## src/rtl/sdt_pkg.sv

```systemverilog
package sdt_pkg;

  typedef enum logic [1:0] {
    CMD_NOP   = 2'd0,
    CMD_READ  = 2'd1,
    CMD_WRITE = 2'd2
  } sdt_cmd_e;

  typedef enum logic {
    ST_RUN  = 1'b0,
    ST_MASK = 1'b1
  } sdt_state_e;

  // DQM acts on read data two cycles later, plus one idle cycle.
  localparam int unsigned MASK_LEAD = 3;

  function automatic int unsigned eff_cl(input logic [1:0] cl);
    return (cl == 2'd3) ? 3 : 2;
  endfunction

  // Tail count loaded at read issue: cycles until last word + 2.
  function automatic int unsigned rd_tail_load(input logic [1:0] cl,
                                               input int unsigned bl);
    return eff_cl(cl) + bl;
  endfunction

endpackage

```

## src/rtl/sdt_rd_tail.sv

```systemverilog
module sdt_rd_tail
  import sdt_pkg::*;
#(
  parameter int unsigned BL    = 4,
  parameter int unsigned CNT_W = 3
) (
  input  logic       clk,
  input  logic       rst_n,
  input  logic [1:0] cas_lat,
  input  logic       rd_issue,
  input  logic       wr_issue,
  output logic       rd_quiet,
  output logic       rd_far
);

  logic [CNT_W-1:0] cnt_q;

  // cnt_q = last_read_word_cycle - now + 2, saturating at zero.
  always_ff @(posedge clk or negedge rst_n) begin
    if (!rst_n)                cnt_q <= '0;
    else if (rd_issue)         cnt_q <= CNT_W'(rd_tail_load(cas_lat, BL));
    else if (wr_issue)         cnt_q <= '0;
    else if (cnt_q != '0)      cnt_q <= cnt_q - 1'b1;
  end

  assign rd_quiet = (cnt_q == '0);
  assign rd_far   = (cnt_q > CNT_W'(MASK_LEAD));

endmodule

```

## src/rtl/sdt_wr_drive.sv

```systemverilog
module sdt_wr_drive #(
  parameter int unsigned BL    = 4,
  parameter int unsigned DQM_W = 2
) (
  input  logic             clk,
  input  logic             rst_n,
  input  logic             wr_issue,
  input  logic [DQM_W-1:0] wmask_in,
  output logic             drive_oe,
  output logic             wr_tail,
  output logic [DQM_W-1:0] wmask_q
);

  localparam int unsigned WC_W = (BL > 2) ? $clog2(BL) : 1;

  logic [WC_W-1:0] cnt_q;

  always_ff @(posedge clk or negedge rst_n) begin
    if (!rst_n) begin
      cnt_q   <= '0;
      wmask_q <= '0;
    end else if (wr_issue) begin
      cnt_q   <= WC_W'(BL - 1);
      wmask_q <= wmask_in;
    end else if (cnt_q != '0) begin
      cnt_q   <= cnt_q - 1'b1;
    end
  end

  assign wr_tail  = (cnt_q != '0);
  assign drive_oe = wr_issue | wr_tail;

endmodule

```

## src/rtl/sdt_turn_fsm.sv

```systemverilog
module sdt_turn_fsm
  import sdt_pkg::*;
(
  input  logic clk,
  input  logic rst_n,
  input  logic req_valid,
  input  logic req_write,
  input  logic rd_quiet,
  input  logic rd_far,
  input  logic wr_busy,
  output logic issue_rd,
  output logic issue_wr,
  output logic mask_phase
);

  localparam int unsigned MC_W = $clog2(MASK_LEAD + 1);

  sdt_state_e      st_q;
  logic [MC_W-1:0] mcnt_q;
  logic            head_rd, head_wr, mask_start, mask_done;

  always_comb begin
    head_rd    = req_valid & ~req_write;
    head_wr    = req_valid & req_write;
    mask_start = (st_q == ST_RUN) && head_wr && rd_far;
    mask_done  = (st_q == ST_MASK) && (mcnt_q == MC_W'(MASK_LEAD));
    issue_rd   = (st_q == ST_RUN) && head_rd && !wr_busy;
    issue_wr   = head_wr && (((st_q == ST_RUN) && rd_quiet) || mask_done);
    mask_phase = mask_start || ((st_q == ST_MASK) && !mask_done);
  end

  always_ff @(posedge clk or negedge rst_n) begin
    if (!rst_n) begin
      st_q   <= ST_RUN;
      mcnt_q <= '0;
    end else if (st_q == ST_RUN) begin
      if (mask_start) begin
        st_q   <= ST_MASK;
        mcnt_q <= MC_W'(1);
      end
    end else if (issue_wr) begin
      st_q   <= ST_RUN;
      mcnt_q <= '0;
    end else if (!mask_done) begin
      mcnt_q <= mcnt_q + 1'b1;
    end
  end

endmodule

```

## src/rtl/sd_turn_sched.sv

```systemverilog
module sd_turn_sched
  import sdt_pkg::*;
#(
  parameter int unsigned BANK_W = 2,
  parameter int unsigned COL_W  = 10,
  parameter int unsigned DQM_W  = 2,
  parameter int unsigned BL     = 4
) (
  input  logic              clk,
  input  logic              rst_n,
  input  logic [1:0]        cas_lat,
  input  logic              req_valid,
  input  logic              req_write,
  input  logic [BANK_W-1:0] req_bank,
  input  logic [COL_W-1:0]  req_col,
  input  logic [DQM_W-1:0]  req_wmask,
  output logic              req_ready,
  output logic [1:0]        cmd_o,
  output logic [BANK_W-1:0] bank_o,
  output logic [COL_W-1:0]  col_o,
  output logic [DQM_W-1:0]  dqm_o,
  output logic              dq_oe_o
);

  localparam int unsigned CNT_W = $clog2(BL + 4);

  logic             issue_rd, issue_wr, mask_phase;
  logic             rd_quiet, rd_far;
  logic             wr_tail, drive_oe;
  logic [DQM_W-1:0] wmask_q;

  sdt_rd_tail #(.BL(BL), .CNT_W(CNT_W)) u_rd_tail (
    .clk      (clk),
    .rst_n    (rst_n),
    .cas_lat  (cas_lat),
    .rd_issue (issue_rd),
    .wr_issue (issue_wr),
    .rd_quiet (rd_quiet),
    .rd_far   (rd_far)
  );

  sdt_wr_drive #(.BL(BL), .DQM_W(DQM_W)) u_wr_drive (
    .clk      (clk),
    .rst_n    (rst_n),
    .wr_issue (issue_wr),
    .wmask_in (req_wmask),
    .drive_oe (drive_oe),
    .wr_tail  (wr_tail),
    .wmask_q  (wmask_q)
  );

  sdt_turn_fsm u_fsm (
    .clk        (clk),
    .rst_n      (rst_n),
    .req_valid  (req_valid),
    .req_write  (req_write),
    .rd_quiet   (rd_quiet),
    .rd_far     (rd_far),
    .wr_busy    (wr_tail),
    .issue_rd   (issue_rd),
    .issue_wr   (issue_wr),
    .mask_phase (mask_phase)
  );

  assign req_ready = issue_rd | issue_wr;
  assign cmd_o     = issue_rd ? CMD_READ : (issue_wr ? CMD_WRITE : CMD_NOP);
  assign bank_o    = req_ready ? req_bank : '0;
  assign col_o     = req_ready ? req_col  : '0;
  assign dq_oe_o   = drive_oe;

  for (genvar i = 0; i < DQM_W; i++) begin : g_lane
    assign dqm_o[i] = mask_phase |
                      (issue_wr ? req_wmask[i] : (wr_tail & wmask_q[i]));
  end

endmodule

```

## config.mk

```make
export PLATFORM = sky130hd
export DESIGN_NAME = sd_turn_sched
export DESIGN_NICKNAME = d
export VERILOG_FILES = /design/src/rtl/sdt_pkg.sv /design/src/rtl/sdt_rd_tail.sv /design/src/rtl/sdt_wr_drive.sv /design/src/rtl/sdt_turn_fsm.sv /design/src/rtl/sd_turn_sched.sv
export SDC_FILE = /design/constraint.sdc
export NUM_CORES = 1
export LEC_CHECK = 0
export BUFFER_PORTS_ARGS = -buffer_cell sky130_fd_sc_hd__buf_2
export CORE_ASPECT_RATIO = 1.2
export CORE_MARGIN = 2
export CORE_UTILIZATION = 39
export CTS_CLUSTER_SIZE = 10
export DETAILED_ROUTE_END_ITERATION = 12
export MAX_ROUTING_LAYER = met4
export PLACE_DENSITY_LB_ADDON = 0.12
export SYNTH_ARGS = -nofsm -noshare
export SYNTH_HDL_FRONTEND = slang
export SYNTH_SLANG_ARGS = --single-unit
```

## constraint.sdc

```tcl
create_clock -name clk -period 1.39 [get_ports clk]
set_input_delay 0 -clock clk [delete_from_list [all_inputs] [get_ports clk]]
set_output_delay 0 -clock clk [all_outputs]
set_load 0.05 [all_outputs]
```

Word-level counts from Yosys, hierarchy flattened
Cells that the tools add are included.
{"block": "classes", "bitwise_logic": 10, "n_addsub": 4, "n_lt_le_gt_ge": 1, "n_eq_ne": 3, "reduce_logical": 19, "muxes": 19}
{"cell": "2-bit two-way mux", "count": 9}
{"cell": "10-bit two-way mux", "count": 1}
{"cell": "3-bit two-way mux", "count": 3}
{"cell": "1-bit logical AND", "count": 8}
{"cell": "1-bit two-way mux", "count": 6}
{"cell": "2-bit nonzero test", "count": 3}
{"cell": "3-bit nonzero test", "count": 2}
{"cell": "1-bit bitwise AND", "count": 4}
{"cell": "2-bit == test (second input constant)", "count": 2}
{"cell": "1-bit bitwise OR", "count": 4}
{"cell": "3-bit adder (second input constant)", "count": 1}
{"cell": "3-bit by 2-bit greater-than comparator with 1-bit output (second input constant)", "count": 1}
{"cell": "3-bit zero test", "count": 1}
{"cell": "3-bit inequality test (second input constant)", "count": 1}
{"cell": "3-bit by 1-bit subtractor with 3-bit output (second input constant)", "count": 1}
{"cell": "2-bit by 1-bit adder with 2-bit output (second input constant)", "count": 1}
{"cell": "1-bit zero test", "count": 2}
{"cell": "1-bit logical OR", "count": 2}
{"cell": "1-bit NOT", "count": 2}
{"cell": "2-bit AND reduction", "count": 1}
{"cell": "2-bit by 1-bit subtractor with 2-bit output (second input constant)", "count": 1}
{"block": "word_totals", "regBits": 10, "output_inout_bits": 18}

Logic depth before layout (Yosys ltp)
{"block": "logic_depth", "ltp_word": 6, "ltp_mapped": 8, "ltp_nobuf": 7}

Cells and area by module
Synthesis repeated with hierarchy kept, for this count alone.
{"block": "hier_totals", "hier_cells": 80, "hier_area_um2": 780.7}
{"mod": "sdt_rd_tail", "cells_each": 20, "seq_area_each_um2": 75.1, "instances": 1, "area_per_inst_um2": 214.0}
{"mod": "sdt_turn_fsm", "cells_each": 21, "seq_area_each_um2": 75.1, "instances": 1, "area_per_inst_um2": 203.9}
{"mod": "sdt_wr_drive", "cells_each": 16, "seq_area_each_um2": 100.1, "instances": 1, "area_per_inst_um2": 187.7}
{"mod": "sd_turn_sched", "cells_each": 23, "seq_area_each_um2": 0.0, "instances": 1, "area_per_inst_um2": 175.2}

Worst setup path after synthesis
OpenSTA, ideal clock, no wires.
{"block": "synth_path", "path_type": "reg-to-output", "from": "register u_rd_tail.cnt_q[0]", "to": "output bank_o[0]", "stages_incl_launch_ff": 9, "path_buffers": 1, "arrival_time_ps": 2120, "path_slack_ps": -730, "required_time_ps": 1390, "path_cell_list": "dfrtp_1 inv_1 ha_1 nor3b_2 o21ai_4 inv_2 nor2_4 buf_6 nor2b_1"}
{"block": "synth_between", "elab_chain_cells": 6}
{"item": "start, declared", "line": "sdt_rd_tail.sv:16", "source": "logic [CNT_W-1:0] cnt_q;"}
{"item": "start signal, assigned", "line": "sdt_rd_tail.sv:21", "source": "else if (rd_issue) cnt_q <= CNT_W'(rd_tail_load(cas_lat, BL));"}
{"item": "start signal, assigned", "line": "sdt_rd_tail.sv:23", "source": "else if (cnt_q != '0) cnt_q <= cnt_q - 1'b1;"}
{"item": "3-bit zero test", "line": "sdt_rd_tail.sv:26", "source": "assign rd_quiet = (cnt_q == '0);"}
{"item": "1-bit logical AND", "line": "sdt_turn_fsm.sv:28", "source": "issue_wr = head_wr && (((st_q == ST_RUN) && rd_quiet) || mask_done);"}
{"item": "1-bit logical OR", "line": "sdt_turn_fsm.sv:28"}
{"item": "1-bit logical AND", "line": "sdt_turn_fsm.sv:28"}
{"item": "1-bit bitwise OR", "line": "sd_turn_sched.sv:65", "source": "assign req_ready = issue_rd | issue_wr;"}
{"item": "2-bit two-way mux", "line": "sd_turn_sched.sv:67", "source": "assign bank_o = req_ready ? req_bank : '0;"}
{"item": "end, declared", "line": "sd_turn_sched.sv:19", "source": "output logic [BANK_W-1:0] bank_o,"}
No other way between the ends.

Worst setup path after layout
{"block": "layout_path", "from": "register u_rd_tail.cnt_q[0]", "to": "output dqm_o[0]"}
{"block": "layout_between", "elab_chain_cells": 6}
{"item": "branches (longest 5 deep; another with 3-bit by 2-bit greater-than comparator with 1-bit output)"}
{"item": "1-bit bitwise OR *", "line": "sd_turn_sched.sv:72", "source": "assign dqm_o[i] = mask_phase |"}
{"item": "end, declared", "line": "sd_turn_sched.sv:21", "source": "output logic [DQM_W-1:0] dqm_o,"}
Mark *: on every way between the ends.

==> impl_metrics.ini <==
[clocking]
cts_sinks = 10
clk_latency_ps = 300
cts_buffers = 3
cts_tree = yes
h-tree-depth = 1
cts_max_path_buffers = 2
clkTransAtPathRegs_ps = 90
cts_root_buf = clkbuf_4

[worst_setup_path]
arrival_ps = 2020
worstSetupPathType = reg -> out
cp_max_fo = 2
cp_top_family = flip-flops
critPathSlowestCell = dfrtp_1
timing.rr.end = u_rd_tail.cnt_q[0]
reg2reg_from = u_rd_tail.cnt_q[0]
crit_chain = buf_6 > ha_4 > and3b_1 > o21ai_2 > mux2_4 > o211ai_1 > buf_4
reg2reg_depth = 9
startpoint_type = flop
reg2reg_slack_ps = -330
endpoint_kind = output pin
required_ps = 1390
max_stage_delay_ps = 430
crit_buf_inv = 2

[global_route]
first_global_vias = 944
grt_first_pass_wirelength_mm = 4.22
antenna_found_initial = 0
grt_max_degree = 11
grtUsageTotal = 0.274
gr-total-overflow = 0

[logic_synthesis]
yosysWarnings = 0
syn_inst = 80
avgSynthCellArea_um2 = 8.88
ys_seq_area_frac = 0.352
synth_cell_types = 30
syn_nets = 105
synthFlopType = dfrtp_1
synth_async_sr_flop_share = 1.00
synth-edff-count = 0
synth_area_um2 = 711
synth_seq_cells = 10

[cells_and_area]
area_growth_pct = 123
layout-drive-gt1-share = 0.755
final_cell_mix = buf_6 (22), buf_4 (20), buf_2 (19)
fin_util = 0.942
num_antenna_cells = 0
fin_nets = 177
final_common_cell = buf_6
final_cells = 169
fill_cells = 51

[place]
dp_hpwl_mm = 1.44
dp_cells = 152
portBuffers = 37
place_congestion = 0.830

[hold_path]
whs_endpoint = u_wr_drive.wmask_q[1]
min_path_type = in -> reg
min-delay-start = req_wmask[1]
hold_depth = 4

[routing]
drcViolationCount = 0
drt_iter0_markers = 21
drtAntennaViolNets = 0
wl_mm = 3.69
vias_per_cell = 5.51
vias = 931
dr.pass1.iters = 4
wl_per_cell_um = 21.8

[sta]
worstMarginPinSlew_ps = 345
final-max-slew-violation-count = 0
rsz0062_at_grt = yes
max_slew_margin = 0.768
hold_viol_final = 0
finalSetupViolations = 26
max_freq_ghz = 0.495
period_minus_slack_ps = 2020
setup_ws_ps = -631
finalSetupTns_ps = -9490
finClkSkew_ps = 15.6
fin_crit_sh = 1.45
hold_ws_ps = 47.8

[outcome]
violations = setup timing
outcome = complete, but fails checks

[power_and_ir_drop]
power.total_w = 0.00347
power_density_nw_per_um2 = 2190
power_leakage_nw = 0.803
vdd_drop_max_v = 0.00142

[floorplan]
die_area_um2 = 2180
start_util = 0.423
fp.dieW_um = 43.0
io_pins = 38
die_h_um = 50.8
design.core.area_um2 = 1680
row_count = 16

[flow_run]
cap_violations = 0
[flip-flops by register name, summed over array words and instances, names as in the netlist]
name                count
u_wr_drive.cnt_q        2
u_wr_drive.wmask_q      2
u_fsm.mcnt_q            2
u_fsm.st_q              1
u_rd_tail.cnt_q         3
[Yosys cell counts, types with 2 or more instances]
cell	number	area, um^2
nand3_1	2	10.0
nand2b_1	2	12.5
nor2b_1	12	75.1
nand2_1	11	41.3
dfrtp_1	10	250
nor2_1	3	11.3
ha_1	5	62.6
o211ai_1	3	22.5
a22oi_1	2	15.0
inv_1	7	26.3
inv_2	2	7.51
o21ai_0	2	10.0
xnor2_1	2	17.5
[repair_timing]
action | in CTS | in global routing
endpoints found under the setup margin | 23 | 26
hold buffers | 3 | 0
buffers inserted | 7 | 6
hold endpoints to repair | 11 | 0
pin swaps | 8 | 14
gates resized for setup | 50 | 31
[cell type report]
type / count / area (um^2) / area share
Inverter: 9 / 36.3 / 0.0229
Multi-Input combinational cell: 58 / 614 / 0.388
Timing Repair Buffer: 70 / 623 / 0.393
Clock buffer: 4 / 36.3 / 0.0229
Tap cell: 18 / 22.5 / 0.0142
Sequential cell: 10 / 251 / 0.159
[stage by stage]
step	worst slack [ps]	area (um^2)
4_1_cts	-443	1440
5_1_grt	-624	1580
3_5_place_dp	-426	1140
6_report	-631	1580
2_1_floorplan	-465	813
3_3_place_gp	-380	1140
[tightest hold or removal path, delay by kind of cell]
kind	cells	cell delay, ps
buf+inv	2	200
simple gates	2	90
[where the power goes]
part	switching (W)	internal (W)	leakage, nW
Clock	0.000140	0.000160	0.0210
Sequential	0.000147	0.000447	0.117
Combinational	0.00137	0.00121	0.665
Total	0.00165	0.00181	0.803
[worst max path at each step]
stage	cells after the start	startpoint	slack [ps]	endpoint
5_1_grt	7	u_rd_tail.cnt_q[0]	-620	dqm_o[0]
3_5_place_dp	8	u_rd_tail.cnt_q[0]	-430	col_o[1]
4_1_cts	7	u_rd_tail.cnt_q[0]	-440	dqm_o[0]
2_1_floorplan	6	u_rd_tail.cnt_q[0]	-470	dqm_o[0]
3_3_place_gp	7	u_fsm.mcnt_q[0]	-380	col_o[6]
6_report	7	u_rd_tail.cnt_q[0]	-630	dqm_o[0]
[layer usage]
metal | vias to the layer above | global-route usage | part of all wire
met5 | - | - | 0
met4 | 0 | 0.0859 | 0.060
met3 | 24 | 0.0468 | 0.052
met2 | 50 | 0.545 | 0.55
met1 | 454 | 0.257 | 0.33
li1 | 403 | - | -
[cells by family after synthesis]
family          synth area share
mux                       0.0299
simple gates               0.278
buf+inv                   0.0810
flops                      0.352
xor+xnor                  0.0370
fa+ha+maj                 0.0880
compound gates             0.134
Note: power is estimated with default switching activity, not from simulation.
